### config.mk
export PLATFORM = sky130hd
export DESIGN_NAME = chan_epoch_latch
export DESIGN_NICKNAME = d
export VERILOG_FILES = /design/src/rtl/chan_epoch_pkg.sv /design/src/rtl/epoch_mod_counter.sv /design/src/rtl/meas_latch.sv /design/src/rtl/chan_epoch_latch.sv
export SDC_FILE = /design/constraint.sdc
export NUM_CORES = 1
export LEC_CHECK = 0
export ABC_AREA = 1
export BUFFER_PORTS_ARGS = -buffer_cell sky130_fd_sc_hd__buf_2
export CAP_MARGIN = 25
export CORE_MARGIN = 1
export CORE_UTILIZATION = 49
export DETAILED_ROUTE_END_ITERATION = 12
export PLACE_DENSITY = 0.78
export SKIP_CTS_REPAIR_TIMING = 1
export SYNTH_ARGS = -nofsm -noshare
export SYNTH_HDL_FRONTEND = slang
export SYNTH_SLANG_ARGS = --single-unit
### constraint.sdc
create_clock -name clk -period 1.7 [get_ports clk]
set_clock_uncertainty 0.15 [all_clocks]
set_input_delay 0.17 -clock clk [delete_from_list [all_inputs] [get_ports clk]]
set_output_delay 0.17 -clock clk [all_outputs]
set_load 0.05 [all_outputs]
### src/rtl/chan_epoch_pkg.sv
package chan_epoch_pkg;
  localparam int PH_W        = 11;
  localparam int MS1_W       = 5;
  localparam int MS20_W      = 6;
  localparam int WORD_W      = 16;
  localparam int DCO_TOP_W   = 8;
  localparam int MS1_LAST    = 19;
  localparam int MS20_LAST   = 49;
  localparam int PH_LAST_WIDE   = 2045;
  localparam int PH_LAST_NARROW = 1021;

  typedef enum logic {MODE_WIDE = 1'b0, MODE_NARROW = 1'b1} code_mode_e;

  typedef struct packed {
    logic [MS1_W-1:0] ms1;
    logic [PH_W-1:0]  phase;
  } meas_a_t;

  typedef struct packed {
    logic [1:0]           pad;
    logic [MS20_W-1:0]    ms20;
    logic [DCO_TOP_W-1:0] dco;
  } meas_b_t;

  typedef struct packed {
    logic [2:0]        pad_hi;
    logic [MS1_W-1:0]  ms1;
    logic [1:0]        pad_lo;
    logic [MS20_W-1:0] ms20;
  } chk_t;
endpackage

### src/rtl/epoch_mod_counter.sv
module epoch_mod_counter #(
  parameter int W = 5
) (
  input  logic         clk,
  input  logic         rst,
  input  logic         ld,
  input  logic [W-1:0] ld_val,
  input  logic         step,
  input  logic [W-1:0] last,
  output logic [W-1:0] cnt,
  output logic         wrap
);
  logic at_end;

  assign at_end = (cnt >= last);
  assign wrap   = step && !ld && at_end;

  always_ff @(posedge clk) begin
    if (rst) begin
      cnt <= '0;
    end else if (ld) begin
      cnt <= ld_val;
    end else if (step) begin
      cnt <= at_end ? '0 : cnt + 1'b1;
    end
  end
endmodule

### src/rtl/meas_latch.sv
module meas_latch #(
  parameter int WORD_W = 16
) (
  input  logic              clk,
  input  logic              rst,
  input  logic              tic,
  input  logic              rel,
  input  logic [WORD_W-1:0] a_in,
  input  logic [WORD_W-1:0] b_in,
  output logic [WORD_W-1:0] a_q,
  output logic [WORD_W-1:0] b_q,
  output logic              valid_q
);
  logic take;

  assign take = tic && !valid_q;

  always_ff @(posedge clk) begin
    if (rst) begin
      a_q     <= '0;
      b_q     <= '0;
      valid_q <= 1'b0;
    end else begin
      if (take) begin
        a_q <= a_in;
        b_q <= b_in;
      end
      if (take) begin
        valid_q <= 1'b1;
      end else if (rel) begin
        valid_q <= 1'b0;
      end
    end
  end
endmodule

### src/rtl/chan_epoch_latch.sv
module chan_epoch_latch
  import chan_epoch_pkg::*;
#(
  parameter int DCO_W = 24
) (
  input  logic              clk,
  input  logic              rst,
  input  logic              half_chip_i,
  input  logic              mode_i,
  input  logic [DCO_W-1:0]  dco_phase_i,
  input  logic              tic_i,
  input  logic              dump_i,
  input  logic              ep_wr_i,
  input  logic [MS1_W-1:0]  ep_ms1_i,
  input  logic [MS20_W-1:0] ep_ms20_i,
  input  logic              meas_rel_ch_i,
  input  logic              meas_rel_all_i,
  output logic [WORD_W-1:0] meas_a_o,
  output logic [WORD_W-1:0] meas_b_o,
  output logic [WORD_W-1:0] chk_o,
  output logic              meas_valid_o
);
  localparam logic [PH_W-1:0]   PH_LIM_W  = PH_W'(PH_LAST_WIDE);
  localparam logic [PH_W-1:0]   PH_LIM_N  = PH_W'(PH_LAST_NARROW);
  localparam logic [MS1_W-1:0]  MS1_LIM   = MS1_W'(MS1_LAST);
  localparam logic [MS20_W-1:0] MS20_LIM  = MS20_W'(MS20_LAST);

  logic [PH_W-1:0]   ph_q;
  logic [PH_W-1:0]   ph_lim;
  logic [MS1_W-1:0]  ms1_q;
  logic [MS20_W-1:0] ms20_q;
  logic              ph_wrap;
  logic              ms1_wrap;
  logic              ms20_wrap;
  meas_a_t           a_next;
  meas_b_t           b_next;
  chk_t              chk_next;
  logic              rel;

  assign ph_lim = (code_mode_e'(mode_i) == MODE_NARROW) ? PH_LIM_N : PH_LIM_W;

  epoch_mod_counter #(.W(PH_W)) u_phase (
    .clk(clk), .rst(rst), .ld(1'b0), .ld_val('0), .step(half_chip_i),
    .last(ph_lim), .cnt(ph_q), .wrap(ph_wrap)
  );

  epoch_mod_counter #(.W(MS1_W)) u_ms1 (
    .clk(clk), .rst(rst), .ld(ep_wr_i), .ld_val(ep_ms1_i), .step(ph_wrap),
    .last(MS1_LIM), .cnt(ms1_q), .wrap(ms1_wrap)
  );

  epoch_mod_counter #(.W(MS20_W)) u_ms20 (
    .clk(clk), .rst(rst), .ld(ep_wr_i), .ld_val(ep_ms20_i), .step(ms1_wrap),
    .last(MS20_LIM), .cnt(ms20_q), .wrap(ms20_wrap)
  );

  always_comb begin
    a_next.ms1     = ms1_q;
    a_next.phase   = ph_q;
    b_next.pad     = 2'b00;
    b_next.ms20    = ms20_q;
    b_next.dco     = dco_phase_i[DCO_W-1 -: DCO_TOP_W];
    chk_next.pad_hi = 3'b000;
    chk_next.ms1    = ms1_q;
    chk_next.pad_lo = 2'b00;
    chk_next.ms20   = ms20_q;
  end

  assign rel = meas_rel_ch_i || meas_rel_all_i;

  meas_latch #(.WORD_W(WORD_W)) u_latch (
    .clk(clk), .rst(rst), .tic(tic_i), .rel(rel),
    .a_in(a_next), .b_in(b_next),
    .a_q(meas_a_o), .b_q(meas_b_o), .valid_q(meas_valid_o)
  );

  always_ff @(posedge clk) begin
    if (rst) begin
      chk_o <= '0;
    end else if (dump_i) begin
      chk_o <= chk_next;
    end
  end

  logic unused_wrap;
  assign unused_wrap = ms20_wrap;
endmodule

==> metrics.md <==
| Metric | Value |
|---|---|
| CP Max Fanout | `8` |
| Final Util | `66.55%` |
| Post-Synthesis Cells | `372` |
| CTS tree | `built` |
| Port bufs | `69` |
| Clk sink count | `64` |
| Clk root buf | `clkbuf_8` |
| Worst Path Arrival | `1.84 ns` |
| Worst-skew pair later-pin latency | `0.34 ns` |
| Status | `finished with violations` |
| Required time of the critical path | `1.83 ns` |
| Die Span Y | `77.17 um` |
| Commonest non-fill, non-tap cell in the layout | `nor2_1` |
| Main area contributors after synthesis | `dfxtp_1 46%, nor2_1 12%, o21ai_0 8.7%` |
| Peak supply drop | `714.1 uV` |
| Vias post-DR | `2666` |
| Post-synthesis sequential area ratio | `46.27%` |
| Die footprint | `5955 sq um` |
| Initial DRC Count | `170` |
| Share of cells above drive strength 1 | `27.10%` |
| Initial core utilization | `50.59%` |
| Highest clock rate | `586.8 MHz` |
| P per Cell Area | `1068 nW/um^2` |
| Fill cells | `444` |
| Number of CTS-inserted buffers | `9` |
| Worst slew margin | `54.30%` |
| Routed WL per cell | `12.63 um` |
| Die Wd | `77.17 um` |
| Total area of sequential cells | `1286 sq um` |
| Core area | `5473 sq um` |
| Primary FF master, synth | `dfxtp_1` |
| Period utilisation layout | `100.3%` |
| Worst Hold Class | `input port to flip-flop` |
| H-tree depth | `3` |
| Post-Route WL | `6781 um` |
| Final Slew Violations | `0` |
| Vias in the first global route | `2429` |
| Ys async rst share | `0%` |
| Largest net degree at the start of global routing | `23` |
| Router iterations before antenna repair | `4` |
| Final setup violation count | `1` |
| GPL Wtd Cong | `0.7825` |
| Most frequent cells in the layout | `84 x nor2_1, 69 x buf_2, 60 x dfxtp_1` |
| Post-Place Worst Slack | `-0.04007 ns` |
| Clk slew on worst S/H paths | `0.07 ns` |
| Drt drc | `0` |
| Worst setup EP type | `flip-flop` |
| Mapped Area | `2769 sq um` |
| Failing checks | `negative setup slack` |
| Period minus WS final | `1.704 ns` |
| First-pass GRT wire length | `10710 um` |
| Synthesized area per cell | `7.443 sq um` |
| Final net count | `511` |
| Setup TNS | `-0.004276 ns` |
| HPWL Detailed | `4401 um` |
| Vias per cell | `4.965` |
| Flops & latches, synth | `64` |
| RSZ-0062 raised after global routing | `true` |
| Leak pwr | `1.710 nW` |
| GRT Util Overall | `22.74%` |
| Final Hold Viols | `0` |
| Antenna-violating nets left | `0` |
| Diode count | `0` |
| Yosys top cell area share | `46.27%` |
| Max-cap violations | `0` |
| CTS max path bufs | `2` |
| Yosys warns | `0` |
| FP Rows | `27` |
| # IOs | `93` |
| Initial antenna violation count | `0` |
| PnR worst setup slack | `-0.004276 ns` |
| Synth area leader | `dfxtp_1` |
| Slew @ Worst Pin | `0.6848 ns` |
| Number of synthesized flops with an enable pin | `0` |
| GRT overflow | `0` |
| Synth-to-layout area growth | `31.54%` |
| CP Launch Type | `flip-flop` |
| WS Path Type | `flip-flop to flip-flop` |
| Yosys cell types | `29` |
| Multi-input logic area | `1374 sq um` |
per-layer routing:
layer	vias to the layer above	wire (um)	global-route usage [%]
met5	-	0	0
met4	0	129	10.00
met3	11	257	5.595
met2	63	3336	37.17
met1	1229	3056	28.18
li1	1363	-	-
power breakdown:
| part | internal (W) | switching [W] |
|---|---|---|
| Clock | 0.000948 | 0.000575 |
| Combinational | 0.000202 | 0.000521 |
| Sequential | 0.00159 | 0.0000531 |
| Total | 0.00274 | 0.00115 |
critical path, cell delays in order (launching register included):
cell     delay [ns]
dfxtp_2        0.34
ha_4           0.26
inv_1          0.04
nor2_2         0.11
nand3_2        0.09
nand3_2        0.09
nand2_4        0.11
nand2_8        0.13
buf_6          0.13
o21ai_2        0.07
a21oi_2        0.13
sequential cells by signal, indices dropped and copies added, names as in the netlist:
| name | cells |
|---|---|
| u_ms1.cnt | 5 |
| u_latch.a_q | 16 |
| chk_o | 11 |
| u_phase.cnt | 11 |
| u_ms20.cnt | 6 |
| u_latch.valid_q | 1 |
| u_latch.b_q | 14 |
layout make-up:
| type | instances | area share [%] |
|---|---|---|
| sequential | 64 | 35.31 |
| clock inverter | 2 | 1.649 |
| timing repair buffer | 95 | 15.73 |
| clock buffer | 14 | 4.741 |
| tap | 72 | 2.473 |
| multi-input combinational | 267 | 37.72 |
| inverter | 23 | 2.370 |
Yosys cell counts, drive strengths merged (2+ instances only):
cell type and count:
buf 10, nand2 51, xor2 7, dfxtp 64, nand3b 2, ha 7
a21oi 27, inv 22, clkbuf 14, nand3 16, o21ai 50, nor3 4
nor3b 2, nor2 88, a211oi 2
stage by stage:
step                      instance area [sq um]  power, W  hold slack, ns  cells
after floorplan                            2791  0.002184         0.08907    378
after global placement                     3201  0.002341          0.2418    508
after detailed placement                   3201  0.002353          0.2527    508
after CTS                                  3433  0.003861         -0.1143    524
after global routing                       3642  0.004039      -0.0003170    537
final                                      3642  0.003891        0.003679    537
path summary, 6_finish.rpt:
kind                         from              end  slack [ns]  depth (start not counted)
setup reg to reg  u_phase.cnt[10]     u_ms1.cnt[2]      -0.004                         10
hold reg to reg    u_phase.cnt[1]   u_latch.a_q[1]        0.34                          2
setup / recovery  u_phase.cnt[10]     u_ms1.cnt[2]      -0.004                         10
hold / removal      meas_rel_ch_i  u_latch.valid_q       0.004                          4
logic make-up (layout without fill, tap and decap cells):
kind of cell / Yosys count / in the layout / share of synthesized area [%]
AND/OR/NAND/NOR: 164 / 164 / 25.12
AO/OA/AOI/OAI: 81 / 81 / 15.09
flip-flops: 64 / 64 / 46.27
buffers and inverters: 47 / 134 / 7.682
XOR/XNOR: 8 / 8 / 2.531
adder cells (fa/ha/maj): 7 / 7 / 3.163
other: 1 / 7 / 0.1354
(Power assumes the default switching activity.)
